===== src/rtl/pwm_pkg.sv =====
package pwm_pkg;
  // Register word addresses
  localparam int A_DIV     = 0;
  localparam int A_EN_LO   = 1;
  localparam int A_EN_HI   = 2;
  localparam int A_INV     = 3;
  localparam int A_NINV    = 4;
  localparam int A_POL     = 5;
  localparam int A_SLOW    = 6;
  localparam int A_UPD     = 7;
  localparam int A_CH_BASE = 16;

  // Per-channel static configuration as seen by a channel
  typedef struct packed {
    logic en;
    logic slow_sel;
    logic pol;
    logic inv_main;
    logic inv_n;
  } ch_cfg_t;
endpackage


===== src/rtl/pwm_prescaler.sv =====
module pwm_prescaler #(
  parameter int DIVW = 8
) (
  input  logic            clk,
  input  logic            rst_n,
  input  logic [DIVW-1:0] div,
  output logic            tick
);
  logic [DIVW-1:0] pre_cnt;

  // Tick on the last count of the divide window; >= tolerates a divider lowered mid-window
  assign tick = (pre_cnt >= div);

  always_ff @(posedge clk or negedge rst_n) begin
    if (!rst_n)    pre_cnt <= '0;
    else if (tick) pre_cnt <= '0;
    else           pre_cnt <= pre_cnt + 1'b1;
  end
endmodule


===== src/rtl/pwm_regs.sv =====
module pwm_regs
  import pwm_pkg::*;
#(
  parameter int NCH  = 6,
  parameter int CW   = 16,
  parameter int DIVW = 8,
  parameter int AW   = 6
) (
  input  logic                    clk,
  input  logic                    rst_n,
  input  logic                    wr_en,
  input  logic [AW-1:0]           wr_addr,
  input  logic [CW-1:0]           wr_data,
  input  logic [AW-1:0]           rd_addr,
  output logic [CW-1:0]           rd_data,
  output logic [DIVW-1:0]         div_q,
  output logic [NCH-1:0]          en_q,
  output logic [NCH-1:0]          inv_q,
  output logic [NCH-1:0]          ninv_q,
  output logic [NCH-1:0]          pol_q,
  output logic [NCH-1:0]          slow_q,
  output logic                    upd_strobe,
  output logic [NCH-1:0][CW-1:0]  pend_cmp,
  output logic [NCH-1:0][CW-1:0]  pend_max
);
  function automatic logic hit(input logic [AW-1:0] a, input int target);
    return a == AW'(target);
  endfunction

  assign upd_strobe = wr_en && hit(wr_addr, A_UPD) && wr_data[0];

  // Shared control registers
  always_ff @(posedge clk or negedge rst_n) begin
    if (!rst_n) begin
      div_q  <= '0;
      en_q   <= '0;
      inv_q  <= '0;
      ninv_q <= '0;
      pol_q  <= '0;
      slow_q <= '0;
    end else if (wr_en) begin
      if (hit(wr_addr, A_DIV))   div_q  <= wr_data[DIVW-1:0];
      if (hit(wr_addr, A_EN_LO)) en_q[0] <= wr_data[0];
      if (hit(wr_addr, A_EN_HI)) en_q[NCH-1:1] <= wr_data[NCH-1:1];
      if (hit(wr_addr, A_INV))   inv_q  <= wr_data[NCH-1:0];
      if (hit(wr_addr, A_NINV))  ninv_q <= wr_data[NCH-1:0];
      if (hit(wr_addr, A_POL))   pol_q  <= wr_data[NCH-1:0];
      if (hit(wr_addr, A_SLOW))  slow_q <= wr_data[NCH-1:0];
    end
  end

  // Pending compare/period words, one pair per channel
  for (genvar i = 0; i < NCH; i++) begin : g_pend
    always_ff @(posedge clk or negedge rst_n) begin
      if (!rst_n) begin
        pend_cmp[i] <= '0;
        pend_max[i] <= '0;
      end else if (wr_en) begin
        if (hit(wr_addr, A_CH_BASE + 2*i))     pend_cmp[i] <= wr_data;
        if (hit(wr_addr, A_CH_BASE + 2*i + 1)) pend_max[i] <= wr_data;
      end
    end
  end

  always_comb begin
    rd_data = '0;
    if (hit(rd_addr, A_DIV))   rd_data = CW'(div_q);
    if (hit(rd_addr, A_EN_LO)) rd_data = CW'(en_q[0]);
    if (hit(rd_addr, A_EN_HI)) rd_data = CW'({en_q[NCH-1:1], 1'b0});
    if (hit(rd_addr, A_INV))   rd_data = CW'(inv_q);
    if (hit(rd_addr, A_NINV))  rd_data = CW'(ninv_q);
    if (hit(rd_addr, A_POL))   rd_data = CW'(pol_q);
    if (hit(rd_addr, A_SLOW))  rd_data = CW'(slow_q);
    for (int i = 0; i < NCH; i++) begin
      if (hit(rd_addr, A_CH_BASE + 2*i))     rd_data = pend_cmp[i];
      if (hit(rd_addr, A_CH_BASE + 2*i + 1)) rd_data = pend_max[i];
    end
  end
endmodule


===== src/rtl/pwm_channel.sv =====
module pwm_channel
  import pwm_pkg::*;
#(
  parameter int CW = 16
) (
  input  logic          clk,
  input  logic          rst_n,
  input  ch_cfg_t       cfg,
  input  logic          fast_tick,
  input  logic          slow_tick,
  input  logic          upd_strobe,
  input  logic [CW-1:0] pend_cmp,
  input  logic [CW-1:0] pend_max,
  output logic          out_main,
  output logic          out_n,
  output logic [CW-1:0] cnt_o,
  output logic [CW-1:0] act_cmp_o,
  output logic          wrap_o
);
  logic [CW-1:0] cnt, act_cmp, act_max;
  logic          tick, last, load, raw;

  assign tick = cfg.slow_sel ? slow_tick : fast_tick;
  // Treat a period of 0 like 1: the count then stays at 0
  assign last = ({1'b0, cnt} + 1'b1) >= {1'b0, act_max};
  assign wrap_o = cfg.en && tick && last;
  // Slow channels take new values only on the strobe; fast ones at the wrap or while idle
  assign load = cfg.slow_sel ? upd_strobe : (!cfg.en || wrap_o);

  always_ff @(posedge clk or negedge rst_n) begin
    if (!rst_n) begin
      cnt     <= '0;
      act_cmp <= '0;
      act_max <= '0;
    end else begin
      if (!cfg.en)   cnt <= '0;
      else if (tick) cnt <= last ? '0 : cnt + 1'b1;
      if (load) begin
        act_cmp <= pend_cmp;
        act_max <= pend_max;
      end
    end
  end

  assign raw      = cfg.pol ? (cnt >= act_cmp) : (cnt < act_cmp);
  assign out_main = (cfg.en & raw) ^ cfg.inv_main;
  assign out_n    = (cfg.en & ~raw) ^ cfg.inv_n;

  assign cnt_o     = cnt;
  assign act_cmp_o = act_cmp;
endmodule


===== src/rtl/pwm_bank.sv =====
module pwm_bank
  import pwm_pkg::*;
#(
  parameter int NCH  = 6,
  parameter int CW   = 16,
  parameter int DIVW = 8,
  parameter int AW   = 6
) (
  input  logic           clk,
  input  logic           rst_n,
  input  logic           slow_tick,
  input  logic           wr_en,
  input  logic [AW-1:0]  wr_addr,
  input  logic [CW-1:0]  wr_data,
  input  logic [AW-1:0]  rd_addr,
  output logic [CW-1:0]  rd_data,
  output logic [NCH-1:0] pwm_out,
  output logic [NCH-1:0] pwm_n_out
);
  logic [DIVW-1:0]        div_q;
  logic [NCH-1:0]         en_q, inv_q, ninv_q, pol_q, slow_q, wrap_vec;
  logic                   upd_strobe, fast_tick;
  logic [NCH-1:0][CW-1:0] pend_cmp, pend_max, cnt_arr, act_cmp_arr;

  pwm_regs #(.NCH(NCH), .CW(CW), .DIVW(DIVW), .AW(AW)) u_regs (
    .clk(clk), .rst_n(rst_n), .wr_en(wr_en), .wr_addr(wr_addr),
    .wr_data(wr_data), .rd_addr(rd_addr), .rd_data(rd_data),
    .div_q(div_q), .en_q(en_q), .inv_q(inv_q), .ninv_q(ninv_q),
    .pol_q(pol_q), .slow_q(slow_q), .upd_strobe(upd_strobe),
    .pend_cmp(pend_cmp), .pend_max(pend_max)
  );

  pwm_prescaler #(.DIVW(DIVW)) u_pre (
    .clk(clk), .rst_n(rst_n), .div(div_q), .tick(fast_tick)
  );

  for (genvar i = 0; i < NCH; i++) begin : g_ch
    ch_cfg_t cfg;
    assign cfg = '{en: en_q[i], slow_sel: slow_q[i], pol: pol_q[i],
                   inv_main: inv_q[i], inv_n: ninv_q[i]};
    pwm_channel #(.CW(CW)) u_ch (
      .clk(clk), .rst_n(rst_n), .cfg(cfg),
      .fast_tick(fast_tick), .slow_tick(slow_tick), .upd_strobe(upd_strobe),
      .pend_cmp(pend_cmp[i]), .pend_max(pend_max[i]),
      .out_main(pwm_out[i]), .out_n(pwm_n_out[i]),
      .cnt_o(cnt_arr[i]), .act_cmp_o(act_cmp_arr[i]), .wrap_o(wrap_vec[i])
    );
  end
endmodule


===== config.mk =====
export PLATFORM = sky130hd
export DESIGN_NAME = pwm_bank
export DESIGN_NICKNAME = d
export VERILOG_FILES = /design/src/rtl/pwm_pkg.sv /design/src/rtl/pwm_prescaler.sv /design/src/rtl/pwm_regs.sv /design/src/rtl/pwm_channel.sv /design/src/rtl/pwm_bank.sv
export SDC_FILE = /design/constraint.sdc
export NUM_CORES = 1
export LEC_CHECK = 0
export BUFFER_PORTS_ARGS = -buffer_cell sky130_fd_sc_hd__buf_4
export CAP_MARGIN = 10
export CORE_ASPECT_RATIO = 1.2
export CORE_UTILIZATION = 30
export DETAILED_ROUTE_END_ITERATION = 7
export PLACE_DENSITY_LB_ADDON = 0.05
export SLEW_MARGIN = 5
export SYNTH_ARGS = -nofsm -noshare
export SYNTH_HDL_FRONTEND = slang
export SYNTH_SLANG_ARGS = --single-unit
export TNS_END_PERCENT = 10

===== constraint.sdc =====
create_clock -name clk -period 4.5 [get_ports clk]
set_input_delay 0.225 -clock clk [delete_from_list [all_inputs] [get_ports clk]]
set_output_delay 0.225 -clock clk [all_outputs]
set_load 0.02 [all_outputs]

==> flow_metrics.py <==
metrics = {
    "outcome": {
        "status": "completed",
    },
    "routing": {
        "viasPerCell": 5.155,
        "routed_wl_um": 101500,
        "antenna_left": 0,
        "vias": 20990,
        "route.detailed.drc": 0,
        "top_layer": "met5",
        "firstDrtPassIters": 5,
        "wl_met2_um": 47630,
        "wl_met3_um": 2959,
        "met1_length_um": 48630,
        "drtIter0Drc": 1166,
        "routedWlPerCell_um": 24.93,
    },
    "yosys": {
        "ys_warn_count": 0,
        "syn_nets": 2911,
        "yosysTopAreaCell": "dfrtp_1",
        "synth_ff_type": "dfrtp_1",
        "synth_area_leaders": "dfrtp_1 (44%), mux2_2 (15%), ha_1 (8.8%)",
        "synth_top_area_share": 0.4450,
        "synth.cell_area_um2": 29580,
        "async_flop_share": 1.000,
        "postSynthCellCount": 2672,
        "synth_edf_count": 0,
        "ys_seq_elements": 526,
        "avgSynthCellArea_um2": 11.07,
        "yosysSeqAreaShare": 0.4450,
        "synth_cell_type_count": 87,
    },
    "sta": {
        "maxSlewViolCount": 0,
        "fmax_mhz": 240.9,
        "finalCritPeriodShare": 0.9224,
        "tns_ps": 0,
        "finClkSkew_ps": 20.85,
        "slew_headroom": 0.2449,
        "rsz0062_at_grt": "false",
        "finalSetupViolCount": 0,
        "hold_viol_final": 0,
        "finalCriticalPeriod_ps": 4151,
        "max_slew.worst_pin.slew_ps": 1133,
    },
    "critical_path": {
        "cp-end-kind": "flop",
        "path_cells": "and4_1 > nand3_1 > nor2_1 > and2_1 > and3_1 > xor2_1 > ha_1 > nand3_1 > nor3_2 > a2111oi_2 > nand4_4 > o21ai_1 > mux2_4 > buf_4 > mux2_4",
        "required_ps": 5000,
        "worst_setup_path_start_kind": "flop",
        "crit_type": "reg -> reg",
        "cp_slowest_cell": "dfrtp_1",
        "crit_fanout": 16,
        "slowest_delay_ps": 500,
        "cp.arrival_ps": 4650,
    },
    "cells_and_area": {
        "drive_gt1_frac": 0.2542,
        "nets": 2988,
        "final_cell_mix": "dfrtp_1 (526), mux2_2 (391), inv_1 (220)",
        "antenna_cells": 0,
        "layout_commonest_cell": "dfrtp_1",
        "final_cell_area_um2": 33930,
        "area_growth_pct": 14.69,
    },
    "place": {
        "port_buffers": 59,
        "post-dp-hpwl_um": 76130,
        "gp_congestion": 0.8738,
        "place_area_um2": 31620,
    },
    "clock_tree": {
        "clk_pin_slew_ps": 60,
        "ctsLongestPathBuffers": 3,
        "cts_sinks": 526,
        "clock_latency_ps": 630,
        "root_buffer": "clkbuf_16",
        "cts_inserted_buffers": 66,
        "cts_tree": "built",
        "post_cts_buffers": 0,
        "h-tree-depth": 3,
    },
    "die": {
        "start_util": 0.3041,
        "die_x_um": 288.7,
        "rows": 125,
        "core_area_um2": 97280,
        "io_pins": 60,
        "die_area_um2": 99870,
        "fp.dieH_um": 346.0,
    },
    "grt": {
        "grt_pass1_vias": 21860,
        "antenna_found_initial": 8,
        "grt_max_degree": 105,
        "grt_pass1_wl_um": 152200,
        "overflow": 0,
        "grtUsageTotal": 0.2069,
    },
    "hold_path": {
        "holdCritPathClass": "in -> reg",
    },
    "power_and_ir_drop": {
        "cellLeakagePower_uw": 0.01594,
        "ir_drop_v": 0.0002991,
        "power_density_nw_per_um2": 468.9,
    },
    "job": {
        "max_cap_viol_count": 0,
    },
}
## through the flow
| step | hold slack, ps | setup WS [ps] | utilization | std cells | power [µW] |
|---|---|---|---|---|---|
| final | 49.46 | 349.3 | 0.3488 | 4071 | 15910 |
| after global routing | 58.90 | 18.75 | 0.3488 | 4071 | 16840 |
| after CTS | 2.558 | 163.1 | 0.3485 | 4071 | 16170 |
| after detailed placement | 350.9 | 185.7 | 0.3251 | 3947 | 10530 |
| after global placement | 346.4 | 204.9 | 0.3251 | 3947 | 10450 |
| after floorplan | -70.59 | 913.5 | - | 2672 | 8936 |
## final cells by class
| type | instances | area (µm²) |
|---|---|---|
| fillers | 9799 | 63350 |
| multi-input cells | 1802 | 15020 |
| flip-flops and latches | 526 | 13160 |
| clock buffers | 96 | 1967 |
| well taps | 1270 | 1589 |
| repair buffers | 133 | 1095 |
| inverters | 220 | 825.8 |
| clock inverters | 24 | 271.5 |
## synth_stat cells (all sizes together) (23+ instances only)
library cell	number
a21oi	79
a221oi	23
a22o	53
a22oi	27
buf	53
clkbuf	71
dfrtp	526
ha	207
inv	220
mux2	435
mux2i	24
nand2	151
nand3	90
nand4	45
nor2	101
nor2b	30
nor3	40
o21ai	99
xnor2	62
xor2	32
## critical path: cells and delay by family, from the launching register on
family,cells,cell delay [ps]
mux,2,710
simple gates,8,1520
xor+xnor,1,180
fa+ha+maj,1,250
buf+inv,1,310
flops,1,500
compound gates,2,530
## worst paths after layout
kind	from	end	slack (ps)	cells after the start
max in group asynchronous	rst_n	g_ch[4].u_ch.cnt_o[7]	2980	3
worst max register to register	g_ch[5].u_ch.cnt_o[2]	g_ch[5].u_ch.act_cmp_o[10]	350	15
worst min-delay path	wr_addr[3]	u_regs.en_q[0]	50	4
worst min register to register	g_ch[4].u_ch.act_cmp_o[7]	g_ch[4].u_ch.act_cmp_o[7]	490	1
worst max-delay path	g_ch[5].u_ch.cnt_o[2]	g_ch[5].u_ch.act_cmp_o[10]	350	15
min in group asynchronous	rst_n	g_ch[0].u_ch.cnt_o[8]	230	2
## registers in the layout (all words and copies together) (netlist names), 8 cells and up
signal	cells
g_ch.u_ch.act_max	96
u_regs.div_q	8
u_regs.pend_cmp	96
g_ch.u_ch.act_cmp_o	96
g_ch.u_ch.cnt_o	96
u_pre.pre_cnt	8
u_regs.pend_max	96
## power by group
group	switching (µW)	total [µW]	leakage (µW)	internal (µW)
Sequential	676	6200	0.00705	5530
Clock	2220	5500	0.00110	3280
Combinational	2360	4200	0.00779	1850
## logic make-up after synthesis
kind of cell | share of synthesized area
buffers and inverters | 0.04889
adders and majority gates | 0.08755
AOI/OAI and AO/OA | 0.1103
muxes | 0.1804
xor gates and xnor gates | 0.02783
DFF | 0.4450
and+or+nand+nor | 0.1001
## metal layers
metal | vias up | global-route usage
met4 | 6 | 0.05542
met1 | 10720 | 0.2915
met5 | - | 0
li1 | 9828 | -
met2 | 324 | 0.3338
met3 | 111 | 0.02325
## repair_timing
item,4_1_cts,5_1_grt
resized for setup,0,5
setup endpoints to repair,0,54
endpoints found under the hold margin,83,0
hold buffers,4,0
Note: power is estimated with default switching activity, not from simulation.
